## config.mk

```make
export PLATFORM = sky130hd
export DESIGN_NAME = dma_req_detect
export DESIGN_NICKNAME = d
export VERILOG_FILES = /design/src/rtl/dma_req_pkg.sv /design/src/rtl/dma_req_sync.sv /design/src/rtl/dma_req_sense.sv /design/src/rtl/dma_req_latch.sv /design/src/rtl/dma_req_detect.sv
export SDC_FILE = /design/constraint.sdc
export NUM_CORES = 1
export LEC_CHECK = 0
export ABC_AREA = 1
export CORE_AREA = 2 2 39 41
export DETAILED_ROUTE_END_ITERATION = 10
export DIE_AREA = 0 0 41 43
export SYNTH_ARGS = -nofsm -noshare
export SYNTH_HDL_FRONTEND = slang
export SYNTH_SLANG_ARGS = --single-unit
```

## constraint.sdc

```tcl
create_clock -name clk_i -period 1.4 [get_ports clk_i]
set_input_delay 0.28 -clock clk_i [delete_from_list [all_inputs] [get_ports clk_i]]
set_output_delay 0.28 -clock clk_i [all_outputs]
set_load 0.02 [all_outputs]
```

## src/rtl/dma_req_pkg.sv

```systemverilog
package dma_req_pkg;
  localparam int unsigned TRIG_W = 2;

  typedef enum logic [TRIG_W-1:0] {
    TRIG_FALL = 2'b00,
    TRIG_LOW  = 2'b01,
    TRIG_RISE = 2'b10,
    TRIG_HIGH = 2'b11
  } trig_mode_e;
endpackage

```

## src/rtl/dma_req_sync.sv

```systemverilog
module dma_req_sync #(
  parameter int unsigned STAGES = 2
) (
  input  logic clk_i,
  input  logic rst_ni,
  input  logic d_i,
  output logic q_o
);
  logic [STAGES-1:0] stage_q;

  for (genvar g = 0; g < STAGES; g++) begin : g_stage
    if (g == 0) begin : g_first
      always_ff @(posedge clk_i or negedge rst_ni) begin
        if (!rst_ni) stage_q[g] <= 1'b0;
        else         stage_q[g] <= d_i;
      end
    end else begin : g_next
      always_ff @(posedge clk_i or negedge rst_ni) begin
        if (!rst_ni) stage_q[g] <= 1'b0;
        else         stage_q[g] <= stage_q[g-1];
      end
    end
  end

  assign q_o = stage_q[STAGES-1];
endmodule

```

## src/rtl/dma_req_sense.sv

```systemverilog
module dma_req_sense
  import dma_req_pkg::*;
(
  input  logic              clk_i,
  input  logic              rst_ni,
  input  logic [TRIG_W-1:0] trig_sel_i,
  input  logic              pin_sync_i,
  input  logic              sample_en_i,
  output logic              hit_o,
  output logic              mode_chg_o
);
  trig_mode_e mode_q;
  logic       hist_q;
  logic       cond;

  assign mode_chg_o = (trig_sel_i != mode_q);

  always_ff @(posedge clk_i or negedge rst_ni) begin
    if (!rst_ni) mode_q <= TRIG_FALL;
    else         mode_q <= trig_mode_e'(trig_sel_i);
  end

  // history advances only at sampling points, so an edge between samples is kept
  always_ff @(posedge clk_i or negedge rst_ni) begin
    if (!rst_ni)                         hist_q <= 1'b0;
    else if (mode_chg_o || sample_en_i)  hist_q <= pin_sync_i;
  end

  always_comb begin
    unique case (trig_mode_e'(trig_sel_i))
      TRIG_FALL: cond = hist_q & ~pin_sync_i;
      TRIG_RISE: cond = ~hist_q & pin_sync_i;
      TRIG_LOW:  cond = ~pin_sync_i;
      TRIG_HIGH: cond = pin_sync_i;
      default:   cond = 1'b0;
    endcase
  end

  assign hit_o = sample_en_i & ~mode_chg_o & cond;

  a_r8_no_hit_off_sample: assert property (@(posedge clk_i) disable iff (!rst_ni)
    !sample_en_i |-> !hit_o);
endmodule

```

## src/rtl/dma_req_latch.sv

```systemverilog
module dma_req_latch (
  input  logic clk_i,
  input  logic rst_ni,
  input  logic hit_i,
  input  logic ack_i,
  input  logic mode_chg_i,
  output logic flag_o
);
  logic flag_q;
  logic flag_d;

  // ack consumes the pending request; a same-cycle hit re-arms it
  always_comb begin
    if (mode_chg_i) flag_d = 1'b0;
    else            flag_d = (flag_q & ~ack_i) | hit_i;
  end

  always_ff @(posedge clk_i or negedge rst_ni) begin
    if (!rst_ni) flag_q <= 1'b0;
    else         flag_q <= flag_d;
  end

  assign flag_o = flag_q;

  a_r4_flag_holds: assert property (@(posedge clk_i) disable iff (!rst_ni)
    flag_q && !ack_i && !mode_chg_i |=> flag_q);
  a_r6_ack_clears: assert property (@(posedge clk_i) disable iff (!rst_ni)
    ack_i && !hit_i |=> !flag_q);
  a_r7_ack_and_hit_rearm: assert property (@(posedge clk_i) disable iff (!rst_ni)
    ack_i && hit_i |=> flag_q);
endmodule

```

## src/rtl/dma_req_detect.sv

```systemverilog
module dma_req_detect
  import dma_req_pkg::*;
#(
  parameter int unsigned SYNC_STAGES = 2
) (
  input  logic              clk_i,
  input  logic              rst_ni,
  input  logic [TRIG_W-1:0] trig_sel_i,
  input  logic              req_pin_i,
  input  logic              sample_en_i,
  input  logic              ack_i,
  output logic              req_flag_o,
  output logic              req_o
);
  logic pin_sync;
  logic hit;
  logic mode_chg;
  logic flag;

  dma_req_sync #(.STAGES(SYNC_STAGES)) i_sync (
    .clk_i  (clk_i),
    .rst_ni (rst_ni),
    .d_i    (req_pin_i),
    .q_o    (pin_sync)
  );

  dma_req_sense i_sense (
    .clk_i       (clk_i),
    .rst_ni      (rst_ni),
    .trig_sel_i  (trig_sel_i),
    .pin_sync_i  (pin_sync),
    .sample_en_i (sample_en_i),
    .hit_o       (hit),
    .mode_chg_o  (mode_chg)
  );

  dma_req_latch i_latch (
    .clk_i      (clk_i),
    .rst_ni     (rst_ni),
    .hit_i      (hit),
    .ack_i      (ack_i),
    .mode_chg_i (mode_chg),
    .flag_o     (flag)
  );

  assign req_flag_o = flag;
  assign req_o      = flag & ~ack_i;

  a_r11_mode_change_clears: assert property (@(posedge clk_i) disable iff (!rst_ni)
    mode_chg |=> !req_flag_o);
  a_r8_idle_without_sample: assert property (@(posedge clk_i) disable iff (!rst_ni)
    !sample_en_i && !req_flag_o |=> !req_flag_o);
endmodule

```

* Yosys cells after proc, flatten, opt, wreduce, memory -nomap -nowiden *
Cells that the tools add are included.

storage, ports and cells
  flip-flop bits (word level) = 6
  latch bits = 0
  bits in writable memories = 0
  ROM bits = 0
  bits of input ports = 7
  output and inout bits = 2
  logic and storage cells = 23
  memories kept = 0

operators by class
  add/sub/neg operators = 0
  multiply operators = 0
  divide/modulo/power cells = 0
  magnitude comparators = 0
  eq/ne operators = 4
  shift operators = 0
  mux-type cells = 2
  bitwise operators = 10
  reductions and logical operators = 2

operators by type and width
  cell                  number
  $and A1 B1 Y1         5
  $eq A2 B2 Y1 const B  2
  $not A1 Y1            4
  $pmux W1 S4           1
  $eq A2 B1 Y1 const B  1
  $logic_not A2 Y1      1
  $ne A2 B2 Y1          1
  $logic_or A1 B1 Y1    1
  $mux W1               1
  $or A1 B1 Y1          1

* Longest topological paths before layout *
Gate-level depths: netlist (run 1).

  depth in word-level cells = 6
  mapped depth = 6
  gate-level depth less buffers = 6

* Hierarchy *
A second synthesis (run 1) with hierarchy kept.

unflattened totals
  cells, all modules = 32
  area, all modules = 276.5 um^2

by module, submodules not included
  module          instances  cells an instance  area an instance (um^2)  seq. area each (um^2)
  dma_req_sense   1          23                 171.4                    75.1
  dma_req_sync    1          2                  50.0                     50.0
  dma_req_latch   1          5                  45.0                     25.0
  dma_req_detect  1          2                  10.0                     0.0

* Worst setup path before layout (run 1) *
OpenSTA, ideal clock, no wires.

  path kind = register to register
  from = register i_latch.flag_q (netlist: i_latch.flag_o)
  to = register i_latch.flag_q (netlist: i_latch.flag_o)
  library setup time = 0.073 ns
  data arrival time = 1.032 ns
  data required time = 1.327 ns
  path slack = 0.295 ns
  stages on the path, launching flop included = 5
  path buffers = 0
  cells stage by stage = dfrtp_1 -> inv_1 -> nor2_1 -> inv_1 -> a21oi_2

between the ends
  word-level cells in the longest chain between the ends = 3

ends and longest elaborated chain
  item                    line                  source
  from (decl)             dma_req_latch.sv:9    logic flag_q;
  from (signal assigned)  dma_req_latch.sv:20   else flag_q <= flag_d;
  $and A1 B1 Y1           --
  net req_o               dma_req_detect.sv:13  output logic req_o
  $or A1 B1 Y1            dma_req_latch.sv:15   else flag_d = (flag_q & ~ack_i) | hit_i;
  $mux W1                 dma_req_latch.sv:14   if (mode_chg_i) flag_d = 1'b0;
  net i_latch.flag_d      dma_req_latch.sv:10   logic flag_d;

The timed path passes the listed nets, and every way through them passes these cells.
A chain may end at the register's enable or synchronous reset.

* Worst setup path in the final report (run 1) *
  from = input ack_i
  to = output req_o

between the ends
  word-level cells in the longest chain between the ends = 2

ends and longest elaborated chain
  item           line                  source
  from (decl)    dma_req_detect.sv:11  input logic ack_i,
  $not A1 Y1     dma_req_detect.sv:47  assign req_o = flag & ~ack_i;
  $and A1 B1 Y1  dma_req_detect.sv:47
  to (decl)      dma_req_detect.sv:13

Every way passes these cells.

==> results of run 1 <==
final cells by class:
class | count | area, um^2 | share of cell area [%]
Inverter | 8 | 30.0 | 7.72
Tap cell | 16 | 20.0 | 5.14
Sequential cell | 6 | 150 | 38.6
Clock buffer | 3 | 22.5 | 5.79
Multi-Input combinational cell | 19 | 85.1 | 21.9
Timing Repair Buffer | 9 | 81.3 | 20.9
metrics by stage:
step,instances,utilization [%],worst slack [ns],power [mW]
3_5_place_dp,58,26.9,-0.305,0.244
5_1_grt,61,28.1,0.0555,0.426
4_1_cts,61,28.6,0.0309,0.401
2_1_floorplan,33,-,0.295,0.214
6_report,61,28.1,0.141,0.388
3_3_place_gp,58,26.9,-0.301,0.243
what timing repair did:
action | CTS | global route
hold buffers | 0 | 0
resized for setup | 4 | 1
endpoints found under the setup margin | 2 | 1
how the worst min path moves through the flow:
stage,startpoint,endpoint,slack [ns],cells past startpoint
3_3_place_gp,i_sync.stage_q[0]$_DFF_PN0_,i_sync.q_o$_DFF_PN0_,0.33,0
6_report,rst_ni,i_sync.stage_q[0]$_DFF_PN0_,0.28,1
2_1_floorplan,rst_ni,i_latch.flag_o$_DFF_PN0_,-0.02,0
4_1_cts,rst_ni,i_sense.mode_q[0]$_DFF_PN0_,0.27,1
3_5_place_dp,i_sync.stage_q[0]$_DFF_PN0_,i_sync.q_o$_DFF_PN0_,0.34,0
5_1_grt,rst_ni,i_sense.mode_q[0]$_DFF_PN0_,0.28,1
sequential cells by signal, indices dropped and copies added (netlist names):
| name | count |
|---|---|
| i_sense.mode_q | 2 |
| i_latch.flag_o | 1 |
| i_sense.hist_q | 1 |
| i_sync.q_o | 1 |
| i_sync.stage_q | 1 |
Yosys cell counts:
| cell type | n | area [um^2] |
|---|---|---|
| xnor2_1 | 1 | 8.76 |
| nand4_1 | 1 | 6.26 |
| inv_1 | 8 | 30.0 |
| dfrtp_1 | 6 | 150 |
| nand3_1 | 1 | 5.00 |
| nand2_1 | 13 | 48.8 |
| nor2_1 | 2 | 7.51 |
| a21oi_2 | 1 | 8.76 |
metal layers:
metal	track usage, %	up-vias	routed length (um)
met5	0	-	0
met3	3.14	0	14
met2	7.50	4	219
met4	10.0	0	0
met1	5.32	96	158
li1	-	119	-
power groups by stage:
stage                     clock [mW]  combinational (mW)  sequential, mW
after floorplan                    0              0.0229           0.191
after global placement             0              0.0528           0.190
after detailed placement           0              0.0532           0.191
after CTS                      0.160              0.0525           0.188
after global routing           0.180              0.0576           0.188
final                          0.149              0.0512           0.188
cells by family after synthesis:
group / count (synthesis) / share of synthesized area (%)
AOI/OAI and AO/OA: 1 / 3.30
xor gates and xnor gates: 1 / 3.30
buffers and inverters: 8 / 11.3
DFF: 6 / 56.6
and+or+nand+nor: 17 / 25.5
==> metrics, run 1 <==
outcome=finished, final reports clean; DRC viols=0; Peak VDD IR=403 uV; Clock Tree Root=clkbuf_4; H-tree Lvls=1; relative slew slack=83.3%; Area Growth Syn to Fin=46.7%; n_diodes=0; core area=0.00138 mm^2; CP Capture Point=req_o; Setup Skew=around 0.00050 ns; DR iter-0 viols=1; commonest non-fill, non-tap cell in the layout=nand2_1; Combinational Power Share=13.2%; post-synthesis cell area=265 um^2; Post-Syn Instances=33; sw frac=21.0%; critical path class=input port to output pin; family with the most delay on the worst path=buffers and inverters; setup TNS=0 ns; Yosys warnings=0; Synthesized Nets=40; Max FO, Critical Path=2; worst-margin pin slew=0.249 ns; WP data arrival=0.98 ns; Worst setup EP type=output pin; max cap viols=0; r2r setup slk=0.49 ns; CP peak stage delay=0.40 ns; Internal Power=around 0.31 mW; flops & latches, synth=6; fraction of layout cells with a size suffix above 1=13.3%; I/O pin cnt=9; port bufs=8; clock sinks=6; Clk pwr share=38.3%; Filler cells=~150; max-slew violations=0; Starting Density=between 10% and 20%; fin nets=54; Avg Vias per Cell=approximately 3.6; fin crit period=1.26 ns; Tightest Hold Check Type=input port to asynchronous set/reset pin; die height=43 um; R2R depth=4; maximum root-to-sink buffer count=2; most frequent cells in the layout=nand2_1 (13), inv_1 (8), dfrtp_1 (6), clkdlybuf4s50_1 (6), clkbuf_4 (3); final WL=392 um; fin area=389 um^2; Post CTS Setup Buffer Count=0; Yosys cell types=8; Worst R2R End=i_sense.hist_q$_DFFE_PN0P_; clock slew at reported path FFs=roughly 0.04 ns; Die Width=41 um; max frequency=between 700 and 800 MHz; Final Setup Violations=0; largest net degree at the start of global routing=7; Post-DP Area=373 um^2; Crit path buffers/inverters=2; Levels on crit path=3; CP Launch Type=input port; die area=around 0.0018 mm^2; launch point of the worst reg-to-reg path=i_sense.mode_q[0]$_DFF_PN0_; RSZ-0062 raised after global routing=no; average cell area after synthesis=8.04 um^2; post-route ant nets=0; via count=about 220; PwrDens=about 1000 mW/mm^2; first-pass GRT wire length=a little over 600 um; Hold Fails Final Rpt=0; gpl congestion=0.746; Avg WL per Cell=~6.4 um; cells along the critical path=clkdlybuf4s50_1 -> nor2_1 -> buf_2; Net Switching=about 0.082 mW; All-Layer GR Usage=about 6.2%; worst setup path start=ack_i; FP Rows=14; Reg power frac=48.5%; Pleak=0.208 nW; vias in the first global route=approximately 170; ratio of final minimum period to clock period=89.9%; initial antenna violation count=0; WHS=roughly 0.28 ns; Clock Latency Late Sink=0.23 ns; HPWL after DPL=roughly 340 um; Worst EP required=about 1.1 ns; Seq/Total Area, Yosys=56.6%; CTS Buf Count=3; total grt overflow=0; DRT Pass-1 Iters=2; CTS tree=yes; CP max-delay cell=clkdlybuf4s50_1
Note: power is estimated with default switching activity, not from simulation.
==> run 2: changes to the inputs <==
CORE_AREA = 4 4 41 43   (was 2 2 39 41)
DIE_AREA = 0 0 45 47   (was 0 0 41 43)
clock period = 1.3 ns   (was 1.4 ns; I/O delays follow)
==> run 2 against run 1 <==
Net effect: cell count shrank 1.6%; combinational power is 7.2% higher; register-to-register slack worse by 0.09 ns; utilization grew 1.7 points; critical path depth is the same; cell area fell by 0.32%; clock power up 9%; die area increased by 20%; routed wire length is 6.4% higher; setup slack lost 0.081 ns; sequential cell count stayed put; power increased by 8.0%; largest cell class unchanged; highest routed layer unchanged.
==> metrics, run 2 (synthesis results as in run 1) <==
Avg Vias per Cell=between 3 and 4; Die Width=45 um; first-pass GRT wire length=approximately 770 um; Post-DP Area=372 um^2; Max FO, Critical Path=2; post-route ant nets=0; core area=0.00130 mm^2; port bufs=8; CP max-delay cell=clkdlybuf4s50_1; max FFs per register=2; CP Launch Type=input port; Worst EP required=1.04 ns; Setup Skew=between 0.0015 and 0.002 ns; Hold Fails Final Rpt=0; via count=211; Clock Tree Root=clkbuf_4; ratio of final minimum period to clock period=95.3%; Filler cells=153; most frequent cells in the layout=nand2_1 (13), inv_1 (8), dfrtp_1 (6), clkdlybuf4s50_1 (6), clkbuf_4 (3); CP peak stage delay=around 0.40 ns; CTS tree=yes; fin area=388 um^2; Clock Latency Late Sink=roughly 0.23 ns; Post CTS Setup Buffer Count=0; H-tree Lvls=1; area of the multi-input gates=~85 um^2; max cap viols=0; Pleak=approximately 0.21 nW; Peak VDD IR=411 uV; critical path class=input port to output pin; HPWL after DPL=approximately 340 um; n_diodes=0; die height=47 um; fin crit period=1.24 ns; clock slew at reported path FFs=approximately 0.040 ns; Largest Register=i_sense.mode_q; r2r setup slk=~0.40 ns; CTS Buf Count=3; commonest non-fill, non-tap cell in the layout=nand2_1; DR iter-0 viols=1; RSZ-0062 raised after global routing=no; die area=0.00212 mm^2; Final Setup Violations=0; outcome=finished, final reports clean; FP Rows=13; Non-Filler Instances=60; Worst setup EP type=output pin; Tightest Hold Check Type=input port to asynchronous set/reset pin; maximum root-to-sink buffer count=2; WP data arrival=0.98 ns; final WL=417 um; largest net degree at the start of global routing=7; worst-margin pin slew=0.247 ns; PwrDens=1080 mW/mm^2; Seq. cell area=150 um^2; vias in the first global route=213; DRC viols=0; DRT Pass-1 Iters=3; Area Growth Syn to Fin=46.2%; max-slew violations=0; cells along the critical path=clkdlybuf4s50_1 -> nor2_1 -> buf_2; max frequency=between 800 and 900 MHz; All-Layer GR Usage=5.34%; Inst Count DP=57; Starting Density=20.4%; I/O pin cnt=9; gpl congestion=0.667; clock sinks=6; setup TNS=0 ns; initial antenna violation count=0; total grt overflow=0; fraction of layout cells with a size suffix above 1=13.3%; fin nets=54; Avg WL per Cell=6.95 um; relative slew slack=83.5%
## run 2: cell counts in the layout (fill, tap and decap cells not counted)
Identical to the previous run, type by type.
## run 2: path summary, 6_finish.rpt
kind                                                  start                          end  cells past startpoint
worst max-delay path                                  ack_i                        req_o                      3
worst min-delay path                                 rst_ni  i_sync.stage_q[0]$_DFF_PN0_                      1
worst max register to register  i_sense.mode_q[0]$_DFF_PN0_   i_sense.hist_q$_DFFE_PN0P_                      4
worst min register to register  i_sync.stage_q[0]$_DFF_PN0_         i_sync.q_o$_DFF_PN0_                      0
max in group asynchronous                            rst_ni  i_sense.mode_q[0]$_DFF_PN0_                      1
min in group clk_i              i_sync.stage_q[0]$_DFF_PN0_         i_sync.q_o$_DFF_PN0_                      0
## run 2: through the flow
step | utilization (%) | power [mW] | hold WS [ns] | worst slack (ns)
after floorplan | - | 0.231 | -0.0356 | 0.195
after global placement | 28.6 | 0.262 | 0.334 | -0.365
after detailed placement | 28.6 | 0.263 | 0.337 | -0.393
after CTS | 29.8 | 0.430 | 0.253 | 0.0496
after global routing | 29.8 | 0.442 | 0.269 | 0.00554
final | 29.8 | 0.419 | 0.254 | 0.0606
## run 2: final cells by class
| type | instances | share of cell area, % |
|---|---|---|
| repair buffers | 9 | 21.0 |
| well taps | 15 | 4.84 |
| flip-flops and latches | 6 | 38.7 |
| multi-input cells | 19 | 21.9 |
| clock buffers | 3 | 5.81 |
| inverters | 8 | 7.74 |
## run 2: worst max-delay path: cells and delay by family
kind	cells	cell delay, ns
and+or+nand+nor	1	0.13
buffers and inverters	2	0.59
## run 2: report_power, final
| group | internal [mW] | switching, mW | total [mW] |
|---|---|---|---|
| clock | 0.104 | 0.0578 | 0.162 |
| combinational | 0.0286 | 0.0262 | 0.0549 |
| sequential | 0.198 | 0.00510 | 0.203 |
| total | 0.330 | 0.0892 | 0.419 |
## run 2: per-layer routing
layer | part of all wire [%] | vias up | routed length (um) | GRT usage, %
met4 | 0 | 0 | 0 | 7.02
met2 | 48 | 5 | 199 | 7.63
met1 | 45 | 87 | 188 | 5.84
met5 | 0 | - | 0 | 0
met3 | 7.0 | 0 | 29 | 1.15
li1 | - | 119 | - | -
## run 2: timing repair
action | in CTS | in global routing
hold endpoints to repair | 0 | 0
gates resized for setup | 5 | 0
endpoints found under the setup margin | 2 | 0
hold buffers | 0 | 0
==> run 3: changes to the inputs <==
--- a/config.mk
+++ b/config.mk
@@ -9,2 +9,3 @@
 export CORE_AREA = 4 4 41 43
+export CTS_CLUSTER_SIZE = 30
 export DETAILED_ROUTE_END_ITERATION = 10
==> constraint.sdc (replaced) <==
create_clock -name clk_i -period 1.3 [get_ports clk_i]
set_input_delay 0.325 -clock clk_i [delete_from_list [all_inputs] [get_ports clk_i]]
set_output_delay 0.325 -clock clk_i [all_outputs]
set_load 0.02 [all_outputs]
==> run 3 against run 2 <==
Net effect: power hardly changed; fmax grew 0.20%; die area unchanged; combinational power barely moved; sequential power about the same; global-route usage shrank 0.080 points; clock-buffer cell count is the same; cell count is the same; first-iteration DRC count is the same; cell area up 1.9%; critical path type is now flip-flop to output pin; critical endpoint is now req_flag_o; largest cell class unchanged.
==> metrics, run 3 (synthesis results as in run 1) <==
relative slew slack=83.4%; total grt overflow=0; core area=0.00130 mm^2; CP Launch Type=flip-flop; HPWL after DPL=between 300 and 400 um; fin crit period=1.24 ns; max cap viols=0; Worst EP required=0.98 ns; Tightest Hold Check Type=input port to asynchronous set/reset pin; Largest Register=i_sense.mode_q; I/O pin cnt=9; launch point of the worst reg-to-reg path=i_sense.mode_q[0]$_DFF_PN0_; Pleak=0.209 nW; worst-margin pin slew=0.248 ns; max-slew violations=0; Worst setup EP type=output pin; ratio of final minimum period to clock period=between 90% and 100%; r2r setup slk=about 0.40 ns; Setup Skew=0.00168 ns; Design Power=0.419 mW; n_diodes=0; largest net degree at the start of global routing=7; Avg Vias per Cell=3.60; initial antenna violation count=0; max FFs per register=2; via count=216; Worst Setup Slack post-DPL=-0.523 ns; DRT Pass-1 Iters=3; Clock Tree Root=clkbuf_4; Max FO, Critical Path=2; port bufs=8; Crit path buffers/inverters=1; max frequency=between 800 and 900 MHz; CTS Buf Count=3; clock sinks=6; Avg WL per Cell=6.82 um; gpl congestion=0.667; CTS tree=yes; vias in the first global route=roughly 210; RSZ-0062 raised after global routing=no; first-pass GRT wire length=between 700 and 800 um; final WL=409 um; family with the most delay on the worst path=flip-flops; Peak VDD IR=410 uV; commonest non-fill, non-tap cell in the layout=nand2_1; Hold Fails Final Rpt=0; area of the multi-input gates=87.6 um^2; Starting Density=20.4%; die height=47 um; Die Width=between 40 and 50 um; DR iter-0 viols=1; Clock Latency Late Sink=0.23 ns; WHS=between 0.3 and 0.4 ns; most frequent cells in the layout=nand2_1 (13), inv_1 (8), dfrtp_1 (6), clkdlybuf4s50_1 (5), clkbuf_4 (3); setup ws final=0.0631 ns; clock slew at reported path FFs=roughly 0.04 ns; PwrDens=1060 mW/mm^2; CP peak stage delay=~0.36 ns; Filler cells=~150; maximum root-to-sink buffer count=2; Seq. cell area=150 um^2; CP max-delay cell=dfrtp_1; cells along the critical path=dlygate4sd2_1; FP Rows=13; All-Layer GR Usage=5.26%; H-tree Lvls=1; post-route ant nets=0; fin nets=54; critical path class=flip-flop to output pin; Final Setup Violations=0; Area Growth Syn to Fin=49.1%; die area=approximately 0.0021 mm^2; R2R depth=4; DRC viols=0; outcome=finished, final reports clean; WP data arrival=0.91 ns; Worst R2R End=i_sense.hist_q$_DFFE_PN0P_; final core occ=30.4%; fraction of layout cells with a size suffix above 1=15.6%
==> run 3: cell types whose count changed in the layout (fill, tap and decap cells not counted) <==
cell	before	now
buf_6	0	1
nor2_2	0	1
nor2_1	2	1
dlygate4sd2_1	1	2
buf_2	1	0
clkdlybuf4s50_1	6	5
==> run 3: routing by layer <==
metal,vias to the layer above,wire length (um),GRT usage (%)
met4,0,0,7.02
li1,120,-,-
met2,5,197,7.63
met5,-,0,0
met3,0,29,1.15
met1,91,182,5.61
==> run 3: cell type report <==
| type | instances | share of cell area (%) |
|---|---|---|
| tap | 15 | 4.75 |
| multi-input combinational | 19 | 22.2 |
| clock buffer | 3 | 5.70 |
| sequential | 6 | 38.0 |
| timing repair buffer | 9 | 21.8 |
| inverter | 8 | 7.59 |
==> run 3: metrics by stage <==
step           cells  setup TNS, ns  cell area (um^2)
2_1_floorplan     33              0               265
3_3_place_gp      57         -0.603               372
3_5_place_dp      57         -0.638               372
4_1_cts           60              0               395
5_1_grt           60              0               395
6_report          60              0               395
==> run 3: how the worst max path moves through the flow <==
stage | start | end | slack, ns | depth (start not counted)
after floorplan | i_latch.flag_o$_DFF_PN0_ | req_o | 0.17 | 2
after global placement | ack_i | req_o | -0.49 | 3
after detailed placement | ack_i | req_o | -0.52 | 3
after CTS | i_latch.flag_o$_DFF_PN0_ | req_flag_o | 0.04 | 1
after global routing | i_latch.flag_o$_DFF_PN0_ | req_flag_o | 0.03 | 1
final | i_latch.flag_o$_DFF_PN0_ | req_flag_o | 0.06 | 1
==> run 3: power breakdown <==
| group | switching (mW) | total (mW) | internal, mW | leakage (nW) |
|---|---|---|---|---|
| Combinational | 0.0267 | 0.0551 | 0.0284 | 0.123 |
| Sequential | 0.00510 | 0.203 | 0.198 | 0.0722 |
| Clock | 0.0578 | 0.162 | 0.104 | 0.0138 |
| Total | 0.0896 | 0.419 | 0.330 | 0.209 |
==> run 3: timing repair <==
action	in CTS	in global routing
hold buffers	0	0
endpoints found under the setup margin	2	0
resized for setup	9	0
buffers inserted	0	0
